`src/rtl/line_irq_pkg.sv`:
```
package line_irq_pkg;

  typedef enum logic [1:0] {
    SEL_RELOAD_VAL = 2'd0,
    SEL_RELOAD_REQ = 2'd1,
    SEL_IRQ_OFF    = 2'd2,
    SEL_IRQ_ON     = 2'd3
  } wr_sel_e;

  // Counter value after a counted edge.
  function automatic logic [7:0] next_count(input logic [7:0] cnt,
                                            input logic [7:0] reload_val,
                                            input logic       reload_pend);
    if (cnt == 8'd0 || reload_pend) return reload_val;
    return cnt - 8'd1;
  endfunction

  // Saturating increment of the low-age tracker.
  function automatic logic [3:0] age_step(input logic [3:0] age,
                                          input logic [3:0] limit);
    if (age >= limit) return limit;
    return age + 4'd1;
  endfunction

endpackage

```
`src/rtl/line_edge_filter.sv`:
```
module line_edge_filter #(
  parameter int ADDR_W    = 14,
  parameter int WATCH_BIT = 12,
  parameter int MIN_LOW   = 3
) (
  input  logic              clk,
  input  logic              rst,
  input  logic [ADDR_W-1:0] vaddr,
  output logic              qual_edge
);
  import line_irq_pkg::*;

  localparam logic [3:0] AGE_LIM = 4'(MIN_LOW);

  logic       bit_hi;
  logic       low_held;
  logic [3:0] low_age;
  logic       hi_prev;

  assign bit_hi    = vaddr[WATCH_BIT];
  assign qual_edge = bit_hi && low_held && (low_age >= AGE_LIM);

  always_ff @(posedge clk) begin
    if (rst) begin
      low_held <= 1'b0;
      low_age  <= '0;
      hi_prev  <= 1'b0;
    end else begin
      hi_prev <= bit_hi;
      if (bit_hi) begin
        low_held <= 1'b0;
        low_age  <= '0;
      end else if (!low_held) begin
        low_held <= 1'b1;
        low_age  <= 4'd1;
      end else begin
        low_age  <= age_step(low_age, AGE_LIM);
      end
    end
  end


  short_low_chk: assert property (@(posedge clk) disable iff (rst)
    qual_edge |-> ($past(!bit_hi, 1) && $past(!bit_hi, 2) && $past(!bit_hi, 3)));


  second_high_chk: assert property (@(posedge clk) disable iff (rst)
    (bit_hi && hi_prev) |-> !qual_edge);

endmodule

```
`src/rtl/line_count_unit.sv`:
```
module line_count_unit #(
  parameter int CNT_W = 8
) (
  input  logic             clk,
  input  logic             rst,
  input  logic             qual_edge,
  input  logic             wr_val,
  input  logic             wr_req,
  input  logic [CNT_W-1:0] wr_data,
  output logic             zero_after
);
  import line_irq_pkg::*;

  logic [CNT_W-1:0] cnt;
  logic [CNT_W-1:0] reload_val;
  logic             reload_pend;
  logic [CNT_W-1:0] cnt_next;
  logic             takes_reload;

  assign takes_reload = (cnt == '0) || reload_pend;
  assign cnt_next     = CNT_W'(next_count(8'(cnt), 8'(reload_val), reload_pend));
  assign zero_after   = qual_edge && (cnt_next == '0);

  always_ff @(posedge clk) begin
    if (rst) begin
      cnt         <= '0;
      reload_val  <= '0;
      reload_pend <= 1'b0;
    end else begin
      if (qual_edge) cnt <= cnt_next;
      if (wr_val) reload_val <= wr_data;
      if (wr_req)         reload_pend <= 1'b1;
      else if (qual_edge) reload_pend <= 1'b0;
    end
  end


  reload_load_chk: assert property (@(posedge clk) disable iff (rst)
    (qual_edge && takes_reload) |=> (cnt == $past(reload_val)));


  decrement_chk: assert property (@(posedge clk) disable iff (rst)
    (qual_edge && !takes_reload) |=> (cnt == $past(cnt) - 1'b1));


  req_clear_chk: assert property (@(posedge clk) disable iff (rst)
    (qual_edge && !wr_req) |=> !reload_pend);

endmodule

```
`src/rtl/line_irq_ctrl.sv`:
```
module line_irq_ctrl (
  input  logic clk,
  input  logic rst,
  input  logic zero_after,
  input  logic qual_edge,
  input  logic wr_off,
  input  logic wr_on,
  output logic irq_req
);
  logic irq_en;
  logic raise;

  assign raise = zero_after && irq_en;

  always_ff @(posedge clk) begin
    if (rst) begin
      irq_en  <= 1'b0;
      irq_req <= 1'b0;
    end else begin
      if (wr_off)     irq_en <= 1'b0;
      else if (wr_on) irq_en <= 1'b1;
      if (wr_off)     irq_req <= 1'b0;
      else if (raise) irq_req <= 1'b1;
    end
  end


  ack_drop_chk: assert property (@(posedge clk) disable iff (rst)
    wr_off |=> !irq_req);


  rise_cause_chk: assert property (@(posedge clk) disable iff (rst)
    $rose(irq_req) |-> $past(qual_edge));


  irq_hold_chk: assert property (@(posedge clk) disable iff (rst)
    (irq_req && !wr_off) |=> irq_req);

endmodule

```
`src/rtl/line_irq_timer.sv`:
```
module line_irq_timer #(
  parameter int ADDR_W    = 14,
  parameter int WATCH_BIT = 12,
  parameter int MIN_LOW   = 3,
  parameter int CNT_W     = 8
) (
  input  logic              clk,
  input  logic              rst,
  input  logic [ADDR_W-1:0] vaddr,
  input  logic              wr_en,
  input  logic [1:0]        wr_sel,
  input  logic [CNT_W-1:0]  wr_data,
  output logic              irq_req
);
  import line_irq_pkg::*;

  logic qual_edge;
  logic zero_after;
  logic wr_val, wr_req, wr_off, wr_on;

  assign wr_val = wr_en && (wr_sel == SEL_RELOAD_VAL);
  assign wr_req = wr_en && (wr_sel == SEL_RELOAD_REQ);
  assign wr_off = wr_en && (wr_sel == SEL_IRQ_OFF);
  assign wr_on  = wr_en && (wr_sel == SEL_IRQ_ON);

  line_edge_filter #(.ADDR_W(ADDR_W), .WATCH_BIT(WATCH_BIT), .MIN_LOW(MIN_LOW)) u_filt (
    .clk(clk), .rst(rst), .vaddr(vaddr), .qual_edge(qual_edge));

  line_count_unit #(.CNT_W(CNT_W)) u_cnt (
    .clk(clk), .rst(rst), .qual_edge(qual_edge), .wr_val(wr_val),
    .wr_req(wr_req), .wr_data(wr_data), .zero_after(zero_after));

  line_irq_ctrl u_irq (
    .clk(clk), .rst(rst), .zero_after(zero_after), .qual_edge(qual_edge),
    .wr_off(wr_off), .wr_on(wr_on), .irq_req(irq_req));


  reset_quiet_chk: assert property (@(posedge clk)
    $past(rst) |-> !irq_req);

endmodule

```
`config.mk`:
```
export PLATFORM = sky130hd
export DESIGN_NAME = line_irq_timer
export DESIGN_NICKNAME = d
export VERILOG_FILES = /design/src/rtl/line_irq_pkg.sv /design/src/rtl/line_edge_filter.sv /design/src/rtl/line_count_unit.sv /design/src/rtl/line_irq_ctrl.sv /design/src/rtl/line_irq_timer.sv
export SDC_FILE = /design/constraint.sdc
export NUM_CORES = 1
export LEC_CHECK = 0
export ABC_AREA = 1
export BUFFER_PORTS_ARGS = -buffer_cell sky130_fd_sc_hd__clkbuf_2
export CORE_MARGIN = 3
export CORE_UTILIZATION = 52
export CTS_BUF_LIST = sky130_fd_sc_hd__clkbuf_8
export DETAILED_ROUTE_END_ITERATION = 10
export PLACE_DENSITY = 0.75
export SKIP_LAST_GASP = 1
export SLEW_MARGIN = 20
export SYNTH_ARGS = -nofsm -noshare
export SYNTH_HDL_FRONTEND = slang
export SYNTH_SLANG_ARGS = --single-unit
export TNS_END_PERCENT = 5
```
`constraint.sdc`:
```
create_clock -name clk -period 1.5 [get_ports clk]
set_input_delay 0.225 -clock clk [delete_from_list [all_inputs] [get_ports clk]]
set_output_delay 0.225 -clock clk [all_outputs]
set_load 0.05 [all_outputs]
```
==> results of run 1 <==
==> stage by stage <==
stage | setup WS [ns] | hold WS [ns]
after floorplan | 0.124 | 0.312
after global placement | -0.0863 | 0.428
after detailed placement | -0.121 | 0.435
after CTS | -0.0194 | 0.139
after global routing | -0.121 | 0.148
final | -0.0711 | 0.155
==> cell usage in the layout, fill, tap and decap left out, types with 2 or more instances in the layout <==
master	instances
a21oi_1	10
buf_4	7
clkbuf_2	14
clkbuf_8	3
conb_1	2
dfxtp_1	20
dfxtp_2	4
ha_1	2
inv_1	28
inv_2	2
nand2_1	37
nand2_2	6
nand3_1	12
nand3_2	2
nor2_1	20
nor2_2	2
o21ai_0	19
==> power groups by stage <==
stage	clock network, mW	registers [mW]	logic, mW
4_1_cts	0.590	0.688	0.352
6_report	0.580	0.689	0.388
3_3_place_gp	0	0.698	0.289
3_5_place_dp	0	0.700	0.303
2_1_floorplan	0	0.695	0.219
5_1_grt	0.614	0.692	0.430
==> worst max-delay path by stage <==
| stage | start | to | depth (start not counted) |
|---|---|---|---|
| floorplan | u_cnt.cnt[0]$_SDFFE_PP0P_ | u_irq.irq_req$_SDFFE_PP0P_ | 10 |
| global placement | u_cnt.cnt[0]$_SDFFE_PP0P_ | u_irq.irq_req$_SDFFE_PP0P_ | 10 |
| detailed placement | u_cnt.cnt[0]$_SDFFE_PP0P_ | u_irq.irq_req$_SDFFE_PP0P_ | 10 |
| CTS | u_cnt.cnt[1]$_SDFFE_PP0P_ | u_irq.irq_req$_SDFFE_PP0P_ | 10 |
| global route | u_cnt.cnt[0]$_SDFFE_PP0P_ | u_irq.irq_req$_SDFFE_PP0P_ | 10 |
| finish | u_cnt.cnt[0]$_SDFFE_PP0P_ | u_irq.irq_req$_SDFFE_PP0P_ | 11 |
==> per-layer routing <==
metal | GRT usage (%) | part of all wire (%) | up-vias
li1 | - | - | 602
met1 | 24.7 | 41 | 533
met2 | 41.6 | 52 | 45
met3 | 5.82 | 5.0 | 8
met4 | 10.6 | 1.9 | 0
met5 | 0 | 0 | -
==> registers in the layout (all words and copies together), names as in the netlist <==
register and flops:
u_cnt.cnt 8, u_cnt.reload_val 8, u_filt.low_age 4, u_cnt.reload_pend 1, u_filt.low_held 1, u_irq.irq_en 1, u_irq.irq_req 1
==> cell type report <==
cell class | instances | area share, %
Multi-Input combinational cell | 121 | 42.5
Sequential cell | 24 | 33.1
Timing Repair Buffer | 22 | 9.12
Inverter | 31 | 8.10
Clock buffer | 3 | 2.81
Tap cell | 27 | 2.30
Clock inverter | 1 | 2.05
==> timing repair <==
action,CTS,global route
gates cloned,0,0
buffers inserted,3,1
pin swaps,8,10
endpoints found under the setup margin,3,4
gates resized for setup,17,6
==> logic make-up after synthesis <==
logic type / count (synthesis)
other cells: 1
flops: 24
xor+xnor: 2
simple gates: 81
buf+inv: 35
compound gates: 33
fa+ha+maj: 3
==> impl_metrics.toml, run 1 <==
[detailed_routing]
first_pass_iters = 4
postRouteAntennaNets = 0
wl_per_cell_um = 12.6
routed_via_density = 5.19
drc = 0
drt_wl_total_um = 2890
dr.first_iter.drc_count = 27
num_vias = 1188

[worst_setup_path]
r2r_start = "u_cnt.cnt[0]$_SDFFE_PP0P_"
crit_path_cell_trace = "inv_2 -> ha_4 -> nand2_4 -> o21ai_4 -> buf_6 -> buf_4 -> nand2_1 -> nand2_1 -> nor2_1 -> nand3_1 -> a21oi_2"
path_class = "flop to flop"
required_ns = 1.66
endpoint_kind = "flop"
r2r-end = "u_irq.irq_req$_SDFFE_PP0P_"
slowest_stage = "dfxtp_2"
path_buf_inv = 3
r2r_cells = 11
r2r_slack_ns = -0.07
cp_top_family = "flip-flops"
critPathMostFrequentCell = "nand2_1"
crit_fanout = 7
crit_arrival_ns = 1.73
cp-start-kind = "flop"
cp_slowest_stage_delay_ns = 0.34

[synth]
synth-edff-count = 0
synth_cells = 179
synth.area.mux_share_pct = 0
yosysWarnings = 0
synth_top_cells_by_area = "dfxtp_1 41%, nand2_1 14%, inv_1 9.5%"
synth.yosys.seq_area_share_pct = 40.7
yosys-top-cells-count = "43 x nand2_1, 30 x inv_1, 24 x dfxtp_1"
synth_compound_area_share_pct = 15.5
ys_seq_elements = 24
synthXorXnorAreaFrac_pct = 1.48
yosys.area.top_type = "dfxtp_1"
synthAdderAreaFrac_pct = 3.18
synth_area_mm2 = 0.00118
yosys.area.top_type_share_pct = 40.7
synth_ff_type = "dfxtp_1"
ys_types = 18
synth_top_family_by_area = "simple AND/OR/NAND/NOR gates"
synth_most_common_cell = "nand2_1"
syn_area_per_cell_um2 = 6.59
ys_async_sr_fraction_pct = 0
synthSimpleGateAreaFrac_pct = 27.7

[final_layout]
nFillCells = 171
drive_above_1_share_pct = 23.8
fin_area_mm2 = 0.00147
fin_util_pct = 71.2
syn_to_final_growth_pct = 24.4
multi_input_area_um2 = 624
stdcell_count = 229
seq_area_um2 = 485
antennaDiodeCount = 0
final_nets = 233

[pwr]
p_comb_share_pct = 23.4
clockPowerShare_pct = 35.0
power_density_mw_per_mm2 = 1130
internal_power_mw = 1.18
swShare_pct = 28.6
p_sw_uw = 474
seqPwrFrac_pct = 41.6
ir_worst_vdd_v = 0.00108
cellLeakagePower_nw = 0.757
total_power_mw = 1.66

[placed_design]
io_buffer_count = 14
dpl-instance-area_mm2 = 0.00130
hpwl_um = 1950
gp_congestion = 0.878
place_inst = 221

[global_routing]
gr-total-overflow = 0
grt_pass1_vias = 1157
grt_max_degree = 18
antenna_found_initial = 0
grt_util_all_layers_pct = 23.0
grt_pass1_wl_um = 4770

[timing]
timing.final.ws_setup_ns = -0.0711
fin_tns_setup_ns = -0.0897
fmax_mhz = 637
hold_viol = 0
setup_viol = 2
fin_crit_sh_pct = 105
fin_crit_ns = 1.57
fin_skew_ns = 0.00308
final_max_slew_viol_count = 0
rsz0062_at_grt = "true"

[run]
max_cap_viol_count = 0

[floorplan]
initial_core_util_pct = 57.2
dieArea_mm2 = 0.00288
core_area_mm2 = 0.00206
ioPinCount = 28
die_w_um = 53.6
die_y_um = 53.6
rows = 16

[clock_tree]
cts.path.max_buffers = 2
cts_hold_buffers = 0
cts_sinks = 24
cts_buffers = 3
insertion_delay_ns = 0.27
cts_tree = "built"
ctsRootBufferMaster = "clkbuf_8"
h-tree-depth = 1
clkTransAtPathRegs_ns = 0.09

[worst_hold_path]
worstHoldStart = "vaddr[12]"
hold_depth = 2
hold_path_end = "u_filt.low_held$_SDFF_PP0_"
hold_path.class = "input pin to flop"

[run_status]
violations = "setup timing"
status = "finished with violations"
(Power assumes the default switching activity.)
==> inputs of run 2 (changes only) <==
- ABC_CLOCK_PERIOD_IN_PS: not set -> 1500
- CORE_MARGIN: 3 -> not set
- CTS_CLUSTER_SIZE: not set -> 12
==> impl_metrics.toml, run 2 (synthesis results as in run 1) <==
[run_status]
status = "finished with violations"
violations = "setup timing"

[global_routing]
grt_pass1_wl_um = 4180
gr-total-overflow = 0
antenna_found_initial = 0
grt_max_degree = 18
grt_util_all_layers_pct = 22.4
grt_pass1_vias = 1032

[timing]
setup_viol = 1
rsz0062_at_grt = "true"
fmax_mhz = 664
fin_crit_sh_pct = 100
fin_crit_ns = 1.51
final_max_slew_viol_count = 0
hold_viol = 0
timing.final.ws_setup_ns = -0.00502
fin_skew_ns = 0.00273

[floorplan]
dieArea_mm2 = 0.00246
core_area_mm2 = 0.00204
die_w_um = 49.6
rows = 16
die_y_um = 49.6
ioPinCount = 28
initial_core_util_pct = 57.8

[pwr]
p_sw_uw = 443
ir_worst_vdd_v = 0.000712
swShare_pct = 29.9
total_power_mw = 1.48
cellLeakagePower_nw = 0.731
seqPwrFrac_pct = 46.4
power_density_mw_per_mm2 = 1040
p_comb_share_pct = 24.0
clockPowerShare_pct = 29.7
internal_power_mw = 1.04

[detailed_routing]
postRouteAntennaNets = 0
wl_per_cell_um = 10.7
drc = 0
dr.first_iter.drc_count = 42
first_pass_iters = 4
num_vias = 1118
drt_wl_total_um = 2410
routed_via_density = 4.95

[worst_setup_path]
required_ns = 1.71
r2r_cells = 10
endpoint_kind = "flop"
path_class = "flop to flop"
path_buf_inv = 2
crit_arrival_ns = 1.71
r2r-end = "u_irq.irq_req$_SDFFE_PP0P_"
crit_fanout = 7
cp-start-kind = "flop"
cp_slowest_stage_delay_ns = 0.35
slowest_stage = "dfxtp_2"
r2r_slack_ns = -0.005
cp_top_family = "simple AND/OR/NAND/NOR gates"
r2r_start = "u_cnt.cnt[1]$_SDFFE_PP0P_"
crit_path_cell_trace = "inv_4 -> ha_4 -> nand2_4 -> o21ai_4 -> inv_2 -> nand2_2 -> nand2_2 -> nor2_2 -> nand3_1 -> a21oi_2"
critPathMostFrequentCell = "nand2_2"

[final_layout]
drive_above_1_share_pct = 23.6
syn_to_final_growth_pct = 20.8
layout_commonest_cell = "nand2_1"
reg_top3 = "u_cnt.cnt: 8 flops, u_cnt.reload_val: 8 flops, u_filt.low_age: 4 flops"
fin_area_mm2 = 0.00143
antennaDiodeCount = 0
layout_common_cells = "34 x nand2_1, 28 x inv_1, 22 x dfxtp_1"
nFillCells = 186
final_nets = 230

[worst_hold_path]
hold_path_end = "u_filt.low_held$_SDFF_PP0_"
hold_depth = 2
worstHoldStart = "vaddr[12]"
hold_path.class = "input pin to flop"

[clock_tree]
h-tree-depth = 1
cts_tree = "built"
ctsRootBufferMaster = "clkbuf_8"
cts_setup_buffers = 0
cts.path.max_buffers = 2
insertion_delay_ns = 0.27
cts_hold_buffers = 0
clkTransAtPathRegs_ns = 0.08
cts_buffers = 3
cts_sinks = 24

[placed_design]
gp_congestion = 0.843
dpl-instance-area_mm2 = 0.00131
hpwl_um = 1730
io_buffer_count = 14

[run]
max_cap_viol_count = 0
[run 2: worst max-delay path by stage]
stage / startpoint / end / slack [ns] / cells past startpoint
2_1_floorplan: u_cnt.cnt[0]$_SDFFE_PP0P_ / u_irq.irq_req$_SDFFE_PP0P_ / 0.12 / 10
3_3_place_gp: u_cnt.cnt[0]$_SDFFE_PP0P_ / u_irq.irq_req$_SDFFE_PP0P_ / -0.04 / 10
3_5_place_dp: u_cnt.cnt[1]$_SDFFE_PP0P_ / u_irq.irq_req$_SDFFE_PP0P_ / -0.06 / 10
4_1_cts: u_cnt.cnt[1]$_SDFFE_PP0P_ / u_irq.irq_req$_SDFFE_PP0P_ / -0.007 / 10
5_1_grt: u_cnt.cnt[1]$_SDFFE_PP0P_ / u_irq.irq_req$_SDFFE_PP0P_ / -0.1 / 10
6_report: u_cnt.cnt[1]$_SDFFE_PP0P_ / u_irq.irq_req$_SDFFE_PP0P_ / -0.005 / 10
[run 2: metrics by stage]
step	std cells	TNS (ns)	hold slack (ns)	worst slack (ns)	util (%)
finish	226	-0.00502	0.156	-0.00502	69.8
global route	226	-0.240	0.164	-0.0989	69.8
CTS	226	-0.00662	0.160	-0.00662	68.6
detailed placement	222	-0.0562	0.442	-0.0562	64.2
global placement	222	-0.0371	0.422	-0.0371	64.2
floorplan	180	0	0.312	0.124	-
[run 2: power by group through the flow]
stage          Sequential, mW  Clock [mW]  Combinational, mW
2_1_floorplan           0.695           0              0.219
3_3_place_gp            0.698           0              0.291
3_5_place_dp            0.698           0              0.297
4_1_cts                 0.685       0.444              0.325
5_1_grt                 0.690       0.471              0.396
6_report                0.685       0.439              0.354
[run 2: metal layers]
layer	routed length [um]	vias up	track usage, %
met3	116	5	5.56
li1	-	590	-
met2	1190	27	42.6
met1	1070	496	23.7
met4	28	0	7.14
met5	0	-	0
[run 2: worst register-to-register path: cells and delay by family, from the launching register on]
kind,cells,cell delay (ns)
AOI/OAI and AO/OA,2,0.38
DFF,1,0.35
and+or+nand+nor,5,0.40
buffers and inverters,2,0.18
adders and majority gates,1,0.14
[run 2: what timing repair did]
action | CTS | global route
gates cloned | 0 | 0
endpoints found under the setup margin | 2 | 4
gates resized for setup | 12 | 10
pin swaps | 6 | 6
[run 2: final cells by class]
class                   instances  area [um^2]  share of cell area (%)
multi-input cells             121          627                    44.0
repair buffers                 19          108                    7.55
flip-flops and latches         24          483                    33.9
inverters                      31          119                    8.34
clock buffers                   4         55.1                    3.86
well taps                      27         33.8                    2.37
